### config.mk
export PLATFORM = sky130hd
export DESIGN_NAME = reset_hub
export DESIGN_NICKNAME = d
export VERILOG_FILES = /design/src/rtl/reset_hub_pkg.sv /design/src/rtl/rh_sync.sv /design/src/rtl/rh_mcd.sv /design/src/rtl/rh_supmon.sv /design/src/rtl/rh_stretch.sv /design/src/rtl/reset_hub.sv
export SDC_FILE = /design/constraint.sdc
export NUM_CORES = 1
export LEC_CHECK = 0
export BUFFER_PORTS_ARGS = -buffer_cell sky130_fd_sc_hd__buf_2
export CAP_MARGIN = 25
export CORE_MARGIN = 4
export CORE_UTILIZATION = 45
export DETAILED_ROUTE_END_ITERATION = 7
export PLACE_DENSITY = 0.74
export SLEW_MARGIN = 20
export SYNTH_ARGS = -nofsm -noshare
export SYNTH_HDL_FRONTEND = slang
export SYNTH_SLANG_ARGS = --single-unit
### constraint.sdc
create_clock -name ref_clk -period 2.4 [get_ports ref_clk]
set_clock_uncertainty 0.2 [all_clocks]
set_input_delay 0.12 -clock ref_clk [delete_from_list [all_inputs] [get_ports ref_clk]]
set_output_delay 0.12 -clock ref_clk [all_outputs]
set_load 0.02 [all_outputs]
### src/rtl/reset_hub_pkg.sv
`timescale 1ns/1ps
package reset_hub_pkg;

   localparam int unsigned REG_W    = 8;
   localparam int unsigned NUM_SRC  = 3;

   localparam int unsigned CTRL_EN_BIT   = 7;
   localparam int unsigned CTRL_STAT_BIT = 6;
   localparam int unsigned SRC_SEL_BIT   = 1;
   localparam int unsigned SRC_MCD_BIT   = 2;

   // Packed so that pin lands on bit 0, supply on bit 1, clock loss on bit 2.
   typedef struct packed {
      logic mcd;
      logic sup;
      logic pin;
   } src_vec_t;

   function automatic src_vec_t pick_winner(src_vec_t c);
      src_vec_t w;
      w = '0;
      if (c.pin)      w.pin = 1'b1;
      else if (c.sup) w.sup = 1'b1;
      else if (c.mcd) w.mcd = 1'b1;
      return w;
   endfunction

endpackage

### src/rtl/rh_sync.sv
`timescale 1ns/1ps
module rh_sync #(
   parameter int unsigned STAGES  = 2,
   parameter logic        RST_VAL = 1'b0
)(
   input  logic clk,
   input  logic rst_n,
   input  logic d,
   output logic q
);

   generate
      if (STAGES < 2) begin : g_bad_stages
         $error("rh_sync: STAGES must be at least 2");
      end
   endgenerate

   logic [STAGES-1:0] chain;

   always_ff @(posedge clk or negedge rst_n) begin
      if (!rst_n) chain <= {STAGES{RST_VAL}};
      else        chain <= {chain[STAGES-2:0], d};
   end

   assign q = chain[STAGES-1];

endmodule

### src/rtl/rh_mcd.sv
`timescale 1ns/1ps
module rh_mcd #(
   parameter int unsigned TIMEOUT = 1000,
   parameter int unsigned SYNC    = 2
)(
   input  logic clk,
   input  logic rst_n,
   input  logic mon_clk,
   input  logic enable,
   output logic missing
);

   localparam int unsigned CW = $clog2(TIMEOUT + 1);
   localparam logic [CW-1:0] LIMIT = CW'(TIMEOUT);

   generate
      if (TIMEOUT < 2) begin : g_bad_timeout
         $error("rh_mcd: TIMEOUT must be at least 2");
      end
   endgenerate

   logic          clk_s;
   logic          clk_d;
   logic          edge_seen;
   logic [CW-1:0] cnt;

   rh_sync #(.STAGES(SYNC), .RST_VAL(1'b0)) u_clk_sync (
      .clk   (clk),
      .rst_n (rst_n),
      .d     (mon_clk),
      .q     (clk_s)
   );

   always_ff @(posedge clk or negedge rst_n) begin
      if (!rst_n) clk_d <= 1'b0;
      else        clk_d <= clk_s;
   end

   assign edge_seen = clk_s ^ clk_d;

   always_ff @(posedge clk or negedge rst_n) begin
      if (!rst_n) begin
         cnt     <= '0;
         missing <= 1'b0;
      end else if (!enable || edge_seen) begin
         cnt     <= '0;
         missing <= 1'b0;
      end else if (cnt == LIMIT) begin
         missing <= 1'b1;
      end else begin
         cnt <= cnt + 1'b1;
      end
   end

   AST_EDGE_CLEARS_MISS: assert property (@(posedge clk) disable iff (!rst_n)
      (enable && edge_seen) |=> !missing);
   AST_OFF_NO_MISS: assert property (@(posedge clk) disable iff (!rst_n)
      !enable |=> !missing);

endmodule

### src/rtl/rh_supmon.sv
`timescale 1ns/1ps
module rh_supmon #(
   parameter int unsigned STAB = 500,
   parameter int unsigned SYNC = 2
)(
   input  logic clk,
   input  logic rst_n,
   input  logic sup_above,
   input  logic en,
   input  logic sel,
   output logic status,
   output logic ready,
   output logic cause
);

   localparam int unsigned SW = $clog2(STAB + 1);
   localparam logic [SW-1:0] STAB_LIM = SW'(STAB);

   generate
      if (STAB < 1) begin : g_bad_stab
         $error("rh_supmon: STAB must be at least 1");
      end
   endgenerate

   logic [SW-1:0] stab_cnt;
   logic          armed;
   logic          armed_d;
   logic          hazard;

   rh_sync #(.STAGES(SYNC), .RST_VAL(1'b1)) u_cmp_sync (
      .clk   (clk),
      .rst_n (rst_n),
      .d     (sup_above),
      .q     (status)
   );

   always_ff @(posedge clk or negedge rst_n) begin
      if (!rst_n) begin
         stab_cnt <= '0;
         ready    <= 1'b0;
      end else if (!en) begin
         stab_cnt <= '0;
         ready    <= 1'b0;
      end else if (stab_cnt == STAB_LIM) begin
         ready <= 1'b1;
      end else begin
         stab_cnt <= stab_cnt + 1'b1;
      end
   end

   assign armed = en & sel;

   always_ff @(posedge clk or negedge rst_n) begin
      if (!rst_n) armed_d <= 1'b0;
      else        armed_d <= armed;
   end

   assign hazard = armed & ~armed_d & ~ready;
   assign cause  = hazard | (armed & ready & ~status);

   AST_HAZARD_ONE_PULSE: assert property (@(posedge clk) disable iff (!rst_n)
      hazard |=> !hazard);
   AST_EN_OFF_DROPS_READY: assert property (@(posedge clk) disable iff (!rst_n)
      !en |=> !ready);

endmodule

### src/rtl/rh_stretch.sv
`timescale 1ns/1ps
module rh_stretch #(
   parameter int unsigned HOLD = 64
)(
   input  logic clk,
   input  logic rst_n,
   input  logic any,
   input  logic skip,
   output logic rst_out
);

   generate
      if (HOLD == 0) begin : g_direct
         always_ff @(posedge clk or negedge rst_n) begin
            if (!rst_n) rst_out <= 1'b1;
            else        rst_out <= any;
         end
      end else begin : g_counted
         localparam int unsigned HW = $clog2(HOLD + 1);
         localparam logic [HW-1:0] HOLD_V = HW'(HOLD);
         logic [HW-1:0] hold;

         always_ff @(posedge clk or negedge rst_n) begin
            if (!rst_n) begin
               rst_out <= 1'b1;
               hold    <= HOLD_V;
            end else if (any) begin
               rst_out <= 1'b1;
               hold    <= skip ? '0 : HOLD_V;
            end else if (hold != '0) begin
               rst_out <= 1'b1;
               hold    <= hold - 1'b1;
            end else begin
               rst_out <= 1'b0;
            end
         end
      end
   endgenerate

endmodule

### src/rtl/reset_hub.sv
`timescale 1ns/1ps
module reset_hub
   import reset_hub_pkg::*;
#(
   parameter int unsigned MCD_TIMEOUT    = 1000,
   parameter int unsigned STAB_CYCLES    = 500,
   parameter int unsigned STRETCH_CYCLES = 64,
   parameter int unsigned SYNC_STAGES    = 2,
   parameter logic [7:0]  CTRL_ADDR      = 8'hFF,
   parameter logic [7:0]  SRC_ADDR       = 8'hFE
)(
   input  logic             ref_clk,
   input  logic             por_n,
   input  logic             sys_clk,
   input  logic             ext_rst_n,
   input  logic             sup_above,
   input  logic             reg_we,
   input  logic [REG_W-1:0] reg_addr,
   input  logic [REG_W-1:0] reg_wdata,
   output logic [REG_W-1:0] reg_rdata,
   output logic             sys_rst
);

   generate
      if (CTRL_ADDR == SRC_ADDR) begin : g_bad_addr
         $error("reset_hub: register addresses must differ");
      end
   endgenerate

   logic     mon_en;
   logic     mon_sel;
   logic     mcd_en;
   logic     pin_s;
   logic     sup_stat;
   logic     sup_ready;
   logic     sup_cause;
   logic     clk_missing;
   src_vec_t cause;
   src_vec_t winner;
   src_vec_t flags;
   logic     any;
   logic     any_d;
   logic     new_event;
   logic     skip;

   // register writes
   always_ff @(posedge ref_clk or negedge por_n) begin
      if (!por_n) begin
         mon_en  <= 1'b0;
         mon_sel <= 1'b0;
         mcd_en  <= 1'b0;
      end else if (reg_we) begin
         if (reg_addr == CTRL_ADDR) begin
            mon_en <= reg_wdata[CTRL_EN_BIT];
         end else if (reg_addr == SRC_ADDR) begin
            mon_sel <= reg_wdata[SRC_SEL_BIT];
            mcd_en  <= reg_wdata[SRC_MCD_BIT];
         end
      end
   end

   always_comb begin
      reg_rdata = '0;
      if (reg_addr == CTRL_ADDR) begin
         reg_rdata[CTRL_EN_BIT]   = mon_en;
         reg_rdata[CTRL_STAT_BIT] = sup_stat;
      end else if (reg_addr == SRC_ADDR) begin
         reg_rdata[NUM_SRC-1:0] = flags;
      end
   end

   rh_sync #(.STAGES(SYNC_STAGES), .RST_VAL(1'b1)) u_pin_sync (
      .clk   (ref_clk),
      .rst_n (por_n),
      .d     (ext_rst_n),
      .q     (pin_s)
   );

   rh_supmon #(.STAB(STAB_CYCLES), .SYNC(SYNC_STAGES)) u_supmon (
      .clk       (ref_clk),
      .rst_n     (por_n),
      .sup_above (sup_above),
      .en        (mon_en),
      .sel       (mon_sel),
      .status    (sup_stat),
      .ready     (sup_ready),
      .cause     (sup_cause)
   );

   rh_mcd #(.TIMEOUT(MCD_TIMEOUT), .SYNC(SYNC_STAGES)) u_mcd (
      .clk     (ref_clk),
      .rst_n   (por_n),
      .mon_clk (sys_clk),
      .enable  (mcd_en),
      .missing (clk_missing)
   );

   assign cause.pin = ~pin_s;
   assign cause.sup = sup_cause;
   assign cause.mcd = mcd_en & clk_missing;
   assign any       = |cause;
   assign winner    = pick_winner(cause);

   always_ff @(posedge ref_clk or negedge por_n) begin
      if (!por_n) any_d <= 1'b0;
      else        any_d <= any;
   end

   assign new_event = any & ~any_d;

   always_ff @(posedge ref_clk or negedge por_n) begin
      if (!por_n)         flags <= '0;
      else if (new_event) flags <= winner;
   end

   assign skip = new_event ? winner.sup : flags.sup;

   rh_stretch #(.HOLD(STRETCH_CYCLES)) u_stretch (
      .clk     (ref_clk),
      .rst_n   (por_n),
      .any     (any),
      .skip    (skip),
      .rst_out (sys_rst)
   );

   AST_PIN_FORCES_RST: assert property (@(posedge ref_clk) disable iff (!por_n)
      cause.pin |=> sys_rst);
   AST_FLAGS_ONEHOT: assert property (@(posedge ref_clk) disable iff (!por_n)
      $onehot0(flags));
   AST_SUP_SKIPS_STRETCH: assert property (@(posedge ref_clk) disable iff (!por_n)
      (!any && any_d && flags.sup) |=> !sys_rst);

   generate
      if (STRETCH_CYCLES > 0) begin : g_hold_chk
         AST_STRETCH_HOLDS: assert property (@(posedge ref_clk) disable iff (!por_n)
            (!any && any_d && !flags.sup) |=> sys_rst);
      end
   endgenerate

endmodule

==> metrics <==
outcome finished, final reports clean; diode count 0; Hold Path Class in2reg; global-route met3 utilization 3.51%; CTS Sinks 44; Vias/cell 5.42; number of vias after detailed routing 1578; count of different cell masters after synthesis 46; max-slew violation count 0; NumNets Final 265; crit path cell chain inv_1 > ha_1 > or4b_1 > o21a_1 > o221a_1; CP endpoint kind flip-flop; Fin Setup TNS 0 ps; post-route DRC violation count 0; clk_lat worst skew 300 ps; Clock Pin Slew Worst Setup and Hold Paths 80 ps; die area 5900 um2; WP data arrival 2070 ps; met2 GRT Util 22.5%; drt pass-1 iters 4; initial antenna violation count 0; Core Util, Final 54.9%; final WL 3780 um; max-cap violations 0; critical path class reg2reg; CP max stage delay 600 ps; Mapped Cells 205; Critical Path RT 2420 ps; most frequent cells in the layout dfrtp_1 (38), buf_2 (22), nand2_1 (15), o21ai_0 (13), nand3_1 (12); Top Usage Layer GRT met2; DRT antenna net count 0; row cnt 24; commonest non-fill, non-tap cell in the layout dfrtp_1; total track usage 13.9%; Avg Cell Area, Syn 10.4 um2; first-pass GRT wire length 6630 um; slowest stage cell, crit path or4b_1; Die Y 76.8 um; fin crit share 85.4%; area delta synth->final 15.1%; CTS buffer count 5; HPWL after DPL 2720 um; H-tree depth 2; Die Width 76.8 um; final setup violation count 0; Synth Flop Type dfrtp_1; Root Driver clkbuf_8; CORE AREA 4470 um2; max_slew headroom 56.5%; initial DRC count 78; Max Fanout on Critical Path 9; Initial Util 47.7%; sequential area share after synthesis 52.0%; IO Count 31; setup ws final 351 ps; total grt overflow 0; startpoint types flip-flop; Peak Freq 488 MHz; largest net degree at the start of global routing 45; EDFF count, synth 0; #FFs+latches synth 44; ys async rst share 100%; Tmin final 2050 ps; PortBufs 22; area of the mapped netlist 2130 um2; Lkg Pwr 1.04 nW; peak supply drop 0.565 mV; Filler Cells Inserted 392; vias in the first global route 1455; CTS tree built; yosys warns 0; Setup WS pre-CTS 369 ps; Post-CTS Repair Setup Buffers 0; post_cts resized 0; Routed WL per cell 13.0 um; final hold vios 0; unrepaired setup endpoints after global routing no; Power Dens Cells 673 nW/um2; Tightest Pin Transition 648 ps; met1 Use GR 17.7%; clk buf depth 2; RD Place Congestion 0.780; layout cells sized above 1 19.7%
==> Yosys cell counts (all sizes together) (2+ instances only) <==
cell	n	area (um2)
ha	5	62.6
buf	6	35.0
nand3	12	60.1
o21a	3	22.5
inv	9	33.8
or4	4	30.0
mux2	4	45.0
nand2b	4	25.0
o211ai	3	22.5
mux2i	5	50.1
clkbuf	2	7.51
nor3	8	40.0
dfstp	6	158
a21boi	3	22.5
or3	5	31.3
a21oi	8	40.0
and3	2	12.5
nor3b	2	15.0
nand2	15	56.3
o22ai	2	12.5
o31ai	4	30.0
nand3b	2	15.0
xnor2	2	17.5
xor2	2	17.5
o21ba	2	20.0
and2	6	37.5
nor2	6	22.5
o21ai	14	73.8
dfrtp	38	951
nand4	5	31.3
nand4b	4	35.0
==> worst paths after layout <==
check | from | end | slack, ps | depth (start not counted)
max in group asynchronous | por_n | u_stretch.rst_out$_DFF_PN1_ | 1390 | 3
max reg2reg | u_stretch.g_counted.hold[0]$_DFFE_PN0P_ | u_stretch.g_counted.hold[6]$_DFFE_PN1P_ | 350 | 5
min | reg_addr[0] | mcd_en$_DFFE_PN0P_ | 50 | 3
min reg2reg | u_mcd.u_clk_sync.chain[0]$_DFF_PN0_ | u_mcd.u_clk_sync.chain[1]$_DFF_PN0_ | 160 | 0
min in group asynchronous | por_n | u_mcd.u_clk_sync.chain[1]$_DFF_PN0_ | 230 | 3
max | u_stretch.g_counted.hold[0]$_DFFE_PN0P_ | u_stretch.g_counted.hold[6]$_DFFE_PN1P_ | 350 | 5
==> kinds of logic after synthesis <==
kind of cell | share of synthesized area, %
and+or+nand+nor | 21.5
xor gates and xnor gates | 1.64
DFF | 52.0
muxes | 4.46
other | 0.176
adders and majority gates | 2.93
AOI/OAI and AO/OA | 13.7
buffers and inverters | 3.58
==> final cells by class <==
type / instances / area [um2] / share of cell area (%)
Multi-Input combinational cell: 146 / 955 / 38.9
Clock buffer: 8 / 90.1 / 3.67
Sequential cell: 44 / 1110 / 45.2
Inverter: 9 / 33.8 / 1.38
Timing Repair Buffer: 32 / 203 / 8.26
Tap cell: 52 / 65.1 / 2.65
==> through the flow <==
step / hold WS [ps] / std cells / instance area, um2 / power (mW)
6_report: 53.9 / 291 / 2450 / 1.65
5_1_grt: 67.7 / 291 / 2450 / 1.75
4_1_cts: 51.6 / 291 / 2450 / 1.67
3_5_place_dp: 26.2 / 276 / 2290 / 1.19
3_3_place_gp: 25.4 / 276 / 2290 / 1.18
2_1_floorplan: -376 / 207 / 2140 / 1.11
==> repair_timing <==
action | in CTS | in global routing
endpoints found under the setup margin | 0 | 0
hold buffers | 7 | 0
hold endpoints to repair | 44 | 0
==> metal layers <==
metal	vias up	routed length [um]
li1	805	-
met1	742	1840
met2	24	1730
met3	7	146
met4	0	67
met5	-	0
==> flip-flops by register name, indices dropped and copies added (netlist names), 2 cells and up <==
signal,flops
u_pin_sync.chain,2
flags,3
u_supmon.u_cmp_sync.chain,2
u_supmon.stab_cnt,9
u_mcd.u_clk_sync.chain,2
u_stretch.g_counted.hold,7
u_mcd.cnt,10
==> where the power goes <==
part | leakage (nW) | internal [mW] | switching (mW)
Combinational | 0.421 | 0.145 | 0.153
Sequential | 0.573 | 0.812 | 0.0715
Clock | 0.0455 | 0.235 | 0.235
Total | 1.04 | 1.19 | 0.460
==> critical path: cells and delay by family, from the launching register on <==
family                   cells  cell delay [ps]
buffers and inverters        1               80
adder cells (fa/ha/maj)      1              210
AND/OR/NAND/NOR              1              600
AO/OA/AOI/OAI                2              440
flip-flops                   1              440
(Power assumes the default switching activity.)
